<file path="config.mk">
export PLATFORM = sky130hd
export DESIGN_NAME = sbox_tower
export DESIGN_NICKNAME = d
export VERILOG_FILES = /design/src/rtl/sbox_tower_pkg.sv /design/src/rtl/sbox_tower_affine.sv /design/src/rtl/sbox_tower_inverter.sv /design/src/rtl/sbox_tower.sv
export SDC_FILE = /design/constraint.sdc
export NUM_CORES = 1
export LEC_CHECK = 0
export ABC_AREA = 0
export BUFFER_PORTS_ARGS = -buffer_cell sky130_fd_sc_hd__buf_2
export CAP_MARGIN = 25
export CORE_MARGIN = 2
export CORE_UTILIZATION = 50
export DETAILED_ROUTE_END_ITERATION = 8
export GPL_TIMING_DRIVEN = 0
export PLACE_DENSITY_LB_ADDON = 0.2
export SYNTH_ARGS = -nofsm -noshare
export SYNTH_HDL_FRONTEND = slang
export SYNTH_HIERARCHICAL = 1
export SYNTH_SLANG_ARGS = --single-unit
</file>
<file path="constraint.sdc">
create_clock -name clk -period 9.32 [get_ports clk]
set_input_delay 0.466 -clock clk [delete_from_list [all_inputs] [get_ports clk]]
set_output_delay 0.466 -clock clk [all_outputs]
set_load 0.01 [all_outputs]
</file>
<file path="src/rtl/sbox_tower_pkg.sv">
package sbox_tower_pkg;

  localparam int BYTE_W = 8;
  localparam int NIB_W  = 4;
  localparam logic [NIB_W-1:0]  GF16_POLY_LO = 4'h3;   // x^4 + x + 1, low terms
  localparam logic [NIB_W-1:0]  EXT_LAMBDA   = 4'he;   // x^2 + x + {e}
  localparam logic [BYTE_W-1:0] FWD_CONST    = 8'h63;
  localparam logic [BYTE_W-1:0] INV_CONST    = 8'h05;

  function automatic logic [NIB_W-1:0] gf16_mul(logic [NIB_W-1:0] a, logic [NIB_W-1:0] b);
    logic [NIB_W-1:0] acc, sh;
    acc = '0;
    sh  = a;
    for (int i = 0; i < NIB_W; i++) begin
      if (b[i]) acc = acc ^ sh;
      sh = sh[NIB_W-1] ? ((sh << 1) ^ GF16_POLY_LO) : (sh << 1);
    end
    return acc;
  endfunction

  function automatic logic [NIB_W-1:0] gf16_sq(logic [NIB_W-1:0] a);
    return gf16_mul(a, a);
  endfunction

  // a^14 = a^2 * a^4 * a^8 ; zero stays zero
  function automatic logic [NIB_W-1:0] gf16_inv(logic [NIB_W-1:0] a);
    logic [NIB_W-1:0] p2, p4, p8;
    p2 = gf16_sq(a);
    p4 = gf16_sq(p2);
    p8 = gf16_sq(p4);
    return gf16_mul(p2, gf16_mul(p4, p8));
  endfunction

  // composite byte {hi, lo} = hi*x + lo, reduced by x^2 = x + lambda
  function automatic logic [BYTE_W-1:0] gfc_mul(logic [BYTE_W-1:0] a, logic [BYTE_W-1:0] b);
    logic [NIB_W-1:0] hh, hl, lh, ll;
    hh = gf16_mul(a[7:4], b[7:4]);
    hl = gf16_mul(a[7:4], b[3:0]);
    lh = gf16_mul(a[3:0], b[7:4]);
    ll = gf16_mul(a[3:0], b[3:0]);
    return {hh ^ hl ^ lh, gf16_mul(EXT_LAMBDA, hh) ^ ll};
  endfunction

  function automatic logic [BYTE_W-1:0] gfc_inv(logic [BYTE_W-1:0] a);
    logic [NIB_W-1:0] hi, lo, det, det_inv;
    hi      = a[7:4];
    lo      = a[3:0];
    det     = gf16_mul(EXT_LAMBDA, gf16_sq(hi)) ^ gf16_mul(hi, lo) ^ gf16_sq(lo);
    det_inv = gf16_inv(det);
    return {gf16_mul(hi, det_inv), gf16_mul(hi ^ lo, det_inv)};
  endfunction

  // XOR of the columns selected by the set bits of a
  function automatic logic [BYTE_W-1:0] map_cols(logic [8*BYTE_W-1:0] cols, logic [BYTE_W-1:0] a);
    logic [BYTE_W-1:0] y;
    y = '0;
    for (int i = 0; i < BYTE_W; i++)
      if (a[i]) y = y ^ cols[i*BYTE_W +: BYTE_W];
    return y;
  endfunction

  // first composite element that is a root of x^8+x^4+x^3+x+1
  function automatic logic [BYTE_W-1:0] find_root();
    logic [BYTE_W-1:0] r, p2, p3, p4, p8, val, found;
    logic hit;
    hit   = 1'b0;
    found = 8'h02;
    for (int c = 2; c < 256; c++) begin
      r   = BYTE_W'(c);
      p2  = gfc_mul(r, r);
      p3  = gfc_mul(p2, r);
      p4  = gfc_mul(p2, p2);
      p8  = gfc_mul(p4, p4);
      val = p8 ^ p4 ^ p3 ^ r ^ 8'h01;
      if (!hit && val == 8'h00) begin
        hit   = 1'b1;
        found = r;
      end
    end
    return found;
  endfunction

  // column i = root^i : image of the standard basis bit i
  function automatic logic [8*BYTE_W-1:0] build_to_comp();
    logic [8*BYTE_W-1:0] cols;
    logic [BYTE_W-1:0]   rt, pw;
    rt = find_root();
    pw = 8'h01;
    for (int i = 0; i < BYTE_W; i++) begin
      cols[i*BYTE_W +: BYTE_W] = pw;
      pw = gfc_mul(pw, rt);
    end
    return cols;
  endfunction

  // inverse map found by search over each composite basis vector
  function automatic logic [8*BYTE_W-1:0] build_to_std(logic [8*BYTE_W-1:0] fwd);
    logic [8*BYTE_W-1:0] cols;
    cols = '0;
    for (int j = 0; j < BYTE_W; j++)
      for (int v = 1; v < 256; v++)
        if (map_cols(fwd, BYTE_W'(v)) == (8'h01 << j))
          cols[j*BYTE_W +: BYTE_W] = BYTE_W'(v);
    return cols;
  endfunction

  localparam logic [8*BYTE_W-1:0] TO_COMP_COLS = build_to_comp();
  localparam logic [8*BYTE_W-1:0] TO_STD_COLS  = build_to_std(TO_COMP_COLS);

  function automatic logic [BYTE_W-1:0] to_comp(logic [BYTE_W-1:0] a);
    return map_cols(TO_COMP_COLS, a);
  endfunction

  function automatic logic [BYTE_W-1:0] to_std(logic [BYTE_W-1:0] a);
    return map_cols(TO_STD_COLS, a);
  endfunction

  function automatic logic [BYTE_W-1:0] rotl8(logic [BYTE_W-1:0] a, int n);
    logic [2*BYTE_W-1:0] t;
    t = {a, a} << n;
    return t[2*BYTE_W-1:BYTE_W];
  endfunction

endpackage

</file>
<file path="src/rtl/sbox_tower_affine.sv">
module sbox_tower_affine
  import sbox_tower_pkg::*;
#(
  parameter bit INVERSE = 1'b0
) (
  input  logic [BYTE_W-1:0] a,
  output logic [BYTE_W-1:0] y
);

  generate
    if (INVERSE) begin : g_inv
      assign y = rotl8(a, 1) ^ rotl8(a, 3) ^ rotl8(a, 6) ^ INV_CONST;
    end else begin : g_fwd
      assign y = a ^ rotl8(a, 1) ^ rotl8(a, 2) ^ rotl8(a, 3) ^ rotl8(a, 4) ^ FWD_CONST;
    end
  endgenerate

endmodule

</file>
<file path="src/rtl/sbox_tower_inverter.sv">
module sbox_tower_inverter
  import sbox_tower_pkg::*;
(
  input  logic [BYTE_W-1:0] std_in,
  output logic [BYTE_W-1:0] comp_in,
  output logic [BYTE_W-1:0] comp_out,
  output logic [BYTE_W-1:0] std_out
);

  assign comp_in  = to_comp(std_in);
  assign comp_out = gfc_inv(comp_in);
  assign std_out  = to_std(comp_out);

endmodule

</file>
<file path="src/rtl/sbox_tower.sv">
module sbox_tower
  import sbox_tower_pkg::*;
(
  input  logic       clk,
  input  logic       rst_n,
  input  logic       in_valid,
  input  logic       in_inv,
  input  logic [7:0] in_byte,
  output logic       out_valid,
  output logic [7:0] out_byte
);

  logic [BYTE_W-1:0] byte_q;
  logic              inv_q;
  logic              vld_q;

  always_ff @(posedge clk or negedge rst_n) begin
    if (!rst_n) begin
      byte_q <= '0;
      inv_q  <= 1'b0;
      vld_q  <= 1'b0;
    end else begin
      vld_q <= in_valid;
      if (in_valid) begin
        byte_q <= in_byte;
        inv_q  <= in_inv;
      end
    end
  end

  logic [BYTE_W-1:0] pre_aff;    // inverse affine of the captured byte
  logic [BYTE_W-1:0] inv_src;    // inverter operand
  logic [BYTE_W-1:0] inv_comp_in;
  logic [BYTE_W-1:0] inv_comp_out;
  logic [BYTE_W-1:0] inv_res;
  logic [BYTE_W-1:0] post_aff;   // forward affine of the inverse

  sbox_tower_affine #(.INVERSE(1'b1)) u_aff_in (
    .a (byte_q),
    .y (pre_aff)
  );

  assign inv_src = inv_q ? pre_aff : byte_q;

  sbox_tower_inverter u_inv (
    .std_in   (inv_src),
    .comp_in  (inv_comp_in),
    .comp_out (inv_comp_out),
    .std_out  (inv_res)
  );

  sbox_tower_affine #(.INVERSE(1'b0)) u_aff_out (
    .a (inv_res),
    .y (post_aff)
  );

  assign out_valid = vld_q;
  assign out_byte  = inv_q ? inv_res : post_aff;

  AST_VALID_FOLLOWS: assert property (@(posedge clk) disable iff (!rst_n)
    in_valid |=> out_valid);
  AST_VALID_DROPS: assert property (@(posedge clk) disable iff (!rst_n)
    !in_valid |=> !out_valid);
  AST_HOLD_OUTPUT: assert property (@(posedge clk) disable iff (!rst_n)
    !in_valid |=> $stable(out_byte));
  AST_INV_PRODUCT: assert property (@(posedge clk) disable iff (!rst_n)
    (inv_comp_in != 8'h00) |-> (gfc_mul(inv_comp_in, inv_comp_out) == 8'h01));
  AST_ZERO_FIXED: assert property (@(posedge clk) disable iff (!rst_n)
    (inv_src == 8'h00) |-> (inv_res == 8'h00));
  AST_BASIS_RETURN: assert property (@(posedge clk) disable iff (!rst_n)
    to_std(inv_comp_in) == inv_src);

endmodule

</file>
==> results of run 1 <==
==> sequential cells by signal (all words and copies together), names as in the netlist <==
name,cells
out_valid,1
inv_q,1
byte_q,8
==> worst max-delay path by stage <==
stage	end	slack (ps)	startpoint
6_report	out_byte[4]	600	byte_q[4]$_DFFE_PN0P_
5_1_grt	out_byte[1]	10	byte_q[4]$_DFFE_PN0P_
4_1_cts	out_byte[0]	270	byte_q[4]$_DFFE_PN0P_
3_5_place_dp	out_byte[0]	570	byte_q[4]$_DFFE_PN0P_
3_3_place_gp	out_byte[1]	550	byte_q[4]$_DFFE_PN0P_
2_1_floorplan	out_byte[1]	1740	byte_q[4]$_DFFE_PN0P_
==> metrics by stage <==
stage	hold WS [ps]	setup slack, ps	util (%)	area (um2)
after floorplan	170	1740	-	3340
after global placement	332	550	55.1	3540
after detailed placement	336	574	55.1	3540
after CTS	79.4	268	56.0	3590
after global routing	91.0	13.0	56.2	3610
final	74.2	598	56.2	3610
==> placed cells by master (no fill, tap or decap), drive strengths merged, types with 5 or more instances in the layout <==
cell and count:
o21ai 21, a31oi 7, nand3 19, inv 12
mux2i 6, xnor2 53, nand2 28, nor3 13
clkbuf 9, xnor3 9, o211ai 9, xor3 10
mux2 26, xor2 17, ha 5, nor2 27
dfrtp 10, nand2b 5, o221ai 5, buf 42
a21oi 10
==> layer usage <==
metal  vias up  GRT usage (%)  routed length, um
met4         0           5.34                 89
li1       1339              -                  -
met2        59           34.1               3420
met3        10          0.866                201
met5         -              0                  0
met1      1264           26.9               3330
==> worst register-to-register path, stage by stage, from the launching register on <==
cell     delay (ps)
dfrtp_1         370
buf_6           140
buf_12          150
mux2_2          250
==> layout make-up <==
cell class,count,area [um2],area share (%)
plain buffers,25,161,4.47
clock buffers,4,55.1,1.52
inverters,14,56.3,1.56
multi-input cells,312,2880,79.7
flip-flops and latches,10,250,6.93
well taps,77,96.3,2.67
repair buffers,22,115,3.19
==> what timing repair did <==
| action | 4_1_cts | 5_1_grt |
|---|---|---|
| endpoints found under the setup margin | 0 | 8 |
| setup buffers | 0 | 2 |
| gates resized for setup | 0 | 2 |
| hold buffers | 0 | 0 |
==> impl_metrics.env, run 1 <==
export IMPL_status="complete, but fails checks"
export IMPL_violations="DRC"
export IMPL_nets=405
export IMPL_overflow=0
export IMPL_cp_start_kind="register"
export IMPL_start_util_pct=52.0
export IMPL_yosys_warnings=6
export IMPL_cts_htree_levels=1
export IMPL_cts_tree="done"
export IMPL_placed_cells=459
export IMPL_crit_path_end_kind="primary output"
export IMPL_maxSlewViolCount=0
export IMPL_finalNonFillerCells=464
export IMPL_syn_avg_cell_area_um2=9.23
export IMPL_detail_route_wl_per_cell_um=15.2
export IMPL_hpwl_mm=5.57
export IMPL_ios=21
export IMPL_die_area_um2=7350
export IMPL_first_iter_violations=155
export IMPL_row_count=29
export IMPL_place_congestion=0.900
export IMPL_core_um2=6420
export IMPL_fin_skew_ps=0
export IMPL_syn2layout_area_growth_pct=8.05
export IMPL_drv_cap=0
export IMPL_min_delay_path_class="input pin to async pin"
export IMPL_path_depth=31
export IMPL_critical_path_top_delay_family="XOR/XNOR gates"
export IMPL_worstSetupPathType="register to primary output"
export IMPL_antenna_found_initial=0
export IMPL_max_stage_delay_ps=570
export IMPL_worstMarginPinSlew_ps=640
export IMPL_vias=2672
export IMPL_fin_crit_ps=8720
export IMPL_cp_num_buf_inv=7
export IMPL_grt_first_pass_wirelength_mm=12.1
export IMPL_firstDrtPassIters=9
export IMPL_post_route_period_util_pct=93.6
export IMPL_cts_sinks=10
export IMPL_relSlewSlack_pct=56.9
export IMPL_grt_usage_pct=19.7
export IMPL_required_ps=8850
export IMPL_wirelength_mm=7.04
export IMPL_syn_cell_area_um2=3340
export IMPL_ant_nets=0
export IMPL_r2r_start="inv_q$_DFFE_PN0P_"
export IMPL_ff2ff_path_depth=3
export IMPL_crit_arrival_ps=8260
export IMPL_drc=5
export IMPL_setup_viol=0
export IMPL_syn_num_nets=379
export IMPL_r2r_slack_ps=8300
export IMPL_cts_made_buffers=3
export IMPL_die_h_um=85.8
export IMPL_drive_above_1_share_pct=29.5
export IMPL_die_width_um=85.8
export IMPL_num_antenna_cells=0
export IMPL_r2r_end="inv_q$_DFFE_PN0P_"
export IMPL_rsz0062_at_grt="false"
export IMPL_max_freq_ghz=0.115
export IMPL_synthCells=362
export IMPL_crit_slowest_cell="xnor3_2"
export IMPL_clk_latency_ps=240
export IMPL_hold_viol_final=0
export IMPL_fillCellCount=577
export IMPL_clk_pin_slew_ps=50
export IMPL_cts_root_buffer="clkbuf_8"
export IMPL_grt_max_degree=11
export IMPL_path_max_fanout=10
export IMPL_grt_pass1_vias=2500
export IMPL_setup_tns_ps=0
export IMPL_clock_path_buffers=2
export IMPL_io_buffers=20
export IMPL_drt_vias_per_instance=5.76
Power of run 1 is left out: the tool's default activity adds up to more than one toggle a clock period on the data nets, which glitch-free logic cannot reach.
==> inputs of run 2 (changes only) <==
RECOVER_POWER = 100   (was unset)
SLEW_MARGIN = 20   (was unset)
==> impl_metrics.env, run 2 (synthesis gave the netlist of run 1 again) <==
export IMPL_num_antenna_cells=0
export IMPL_hpwl_mm=5.57
export IMPL_layout_commonest_cell="xnor2_1"
export IMPL_grt_pass1_vias=2500
export IMPL_cts_made_buffers=3
export IMPL_clk_latency_ps=240
export IMPL_max_stage_delay_ps=570
export IMPL_drive_above_1_share_pct=28.4
export IMPL_grt_first_pass_wirelength_mm=12.1
export IMPL_cp_start_kind="register"
export IMPL_worstMarginPinSlew_ps=642
export IMPL_grt_max_degree=11
export IMPL_placed_cells=459
export IMPL_die_h_um=85.8
export IMPL_cts_htree_levels=1
export IMPL_ios=21
export IMPL_drv_cap=0
export IMPL_status="complete, but fails checks"
export IMPL_drt_vias_per_instance=5.80
export IMPL_setup_viol=0
export IMPL_relSlewSlack_pct=56.8
export IMPL_crit_arrival_ps=8250
export IMPL_nets=405
export IMPL_setup_tns_ps=0
export IMPL_die_area_um2=7350
export IMPL_utilization_pct=56.0
export IMPL_cts_tree="done"
export IMPL_path_max_fanout=10
export IMPL_post_route_period_util_pct=93.5
export IMPL_syn2layout_area_growth_pct=7.60
export IMPL_worstSetupPathType="register to primary output"
export IMPL_cts_sinks=10
export IMPL_top_register="byte_q"
export IMPL_core_um2=6420
export IMPL_first_iter_violations=129
export IMPL_firstDrtPassIters=9
export IMPL_grt_usage_pct=19.7
export IMPL_crit_slowest_cell="xnor3_2"
export IMPL_placed_area_um2=3540
export IMPL_required_ps=8850
export IMPL_cts_root_buffer="clkbuf_8"
export IMPL_crit_path_end_kind="primary output"
export IMPL_drc=5
export IMPL_mostFrequentLayoutCells="xnor2_1 (34), nand2_1 (28), nor2_1 (26)"
export IMPL_die_width_um=85.8
export IMPL_start_util_pct=52.0
export IMPL_maxSlewViolCount=0
export IMPL_place_congestion=0.900
export IMPL_largest_reg_flops=8
export IMPL_wirelength_mm=7.09
export IMPL_finalNonFillerCells=464
export IMPL_min_delay_path_class="input pin to async pin"
export IMPL_rsz0062_at_grt="false"
export IMPL_row_count=29
export IMPL_violations="DRC"
export IMPL_clk_pin_slew_ps=50
export IMPL_fin_crit_ps=8710
export IMPL_vias=2692
export IMPL_clock_path_buffers=2
export IMPL_hold_viol_final=0
export IMPL_final_cell_area_um2=3600
export IMPL_max_freq_ghz=0.115
export IMPL_ant_nets=0
export IMPL_detail_route_wl_per_cell_um=15.3
export IMPL_io_buffers=20
export IMPL_fin_skew_ps=0
export IMPL_antenna_found_initial=0
export IMPL_overflow=0
[run 2: cell count changes in the layout (fill, tap and decap cells not counted), sizes merged]
| cell | delta |
|---|---|
| buf | -5 |
| clkbuf | +5 |
[run 2: stage by stage]
| stage | setup WS, ps | hold WS, ps |
|---|---|---|
| finish | 608 | 173 |
| global route | 23.3 | 221 |
| CTS | 268 | 79.4 |
| detailed placement | 574 | 336 |
| global placement | 550 | 332 |
| floorplan | 1740 | 170 |
[run 2: what timing repair did]
item,4_1_cts,5_1_grt
setup buffers,0,2
endpoints found under the setup margin,0,8
hold buffers,0,0
gates resized for setup,0,2
[run 2: final timing paths]
path / from / end / slack, ps / cells after the start
min in group clk: in_valid / out_valid$_DFF_PN0_ / 340 / 1
max in group asynchronous: rst_n / inv_q$_DFFE_PN0P_ / 8790 / 1
setup / recovery: byte_q[4]$_DFFE_PN0P_ / out_byte[4] / 610 / 31
hold reg to reg: byte_q[3]$_DFFE_PN0P_ / byte_q[3]$_DFFE_PN0P_ / 630 / 1
setup reg to reg: inv_q$_DFFE_PN0P_ / inv_q$_DFFE_PN0P_ / 8300 / 3
hold / removal: rst_n / byte_q[5]$_DFFE_PN0P_ / 170 / 1
[run 2: routing by layer]
metal	vias up	share of wire, %	GRT usage [%]	wire length (um)
met5	-	0	0	0
met2	77	48	34.1	3420
li1	1342	-	-	-
met3	14	3.3	0.866	235
met1	1259	47	26.9	3330
met4	0	1.4	5.34	102
[run 2: critical path, delay by kind of cell, from the launching register on]
kind	cells	cell delay (ps)
xor gates and xnor gates	9	2970
buffers and inverters	7	1320
AOI/OAI and AO/OA	6	1210
and+or+nand+nor	5	1010
muxes	2	540
adders and majority gates	2	490
DFF	1	440
[run 2: area by class of cell]
type | count | area (um2)
multi-input combinational | 312 | 2870
fill | 579 | 2830
sequential | 10 | 250
buffer | 25 | 160
timing repair buffer | 22 | 111
tap | 77 | 96.3
inverter | 14 | 56.3
clock buffer | 4 | 55.1
Power of run 2 is left out for the same reason.
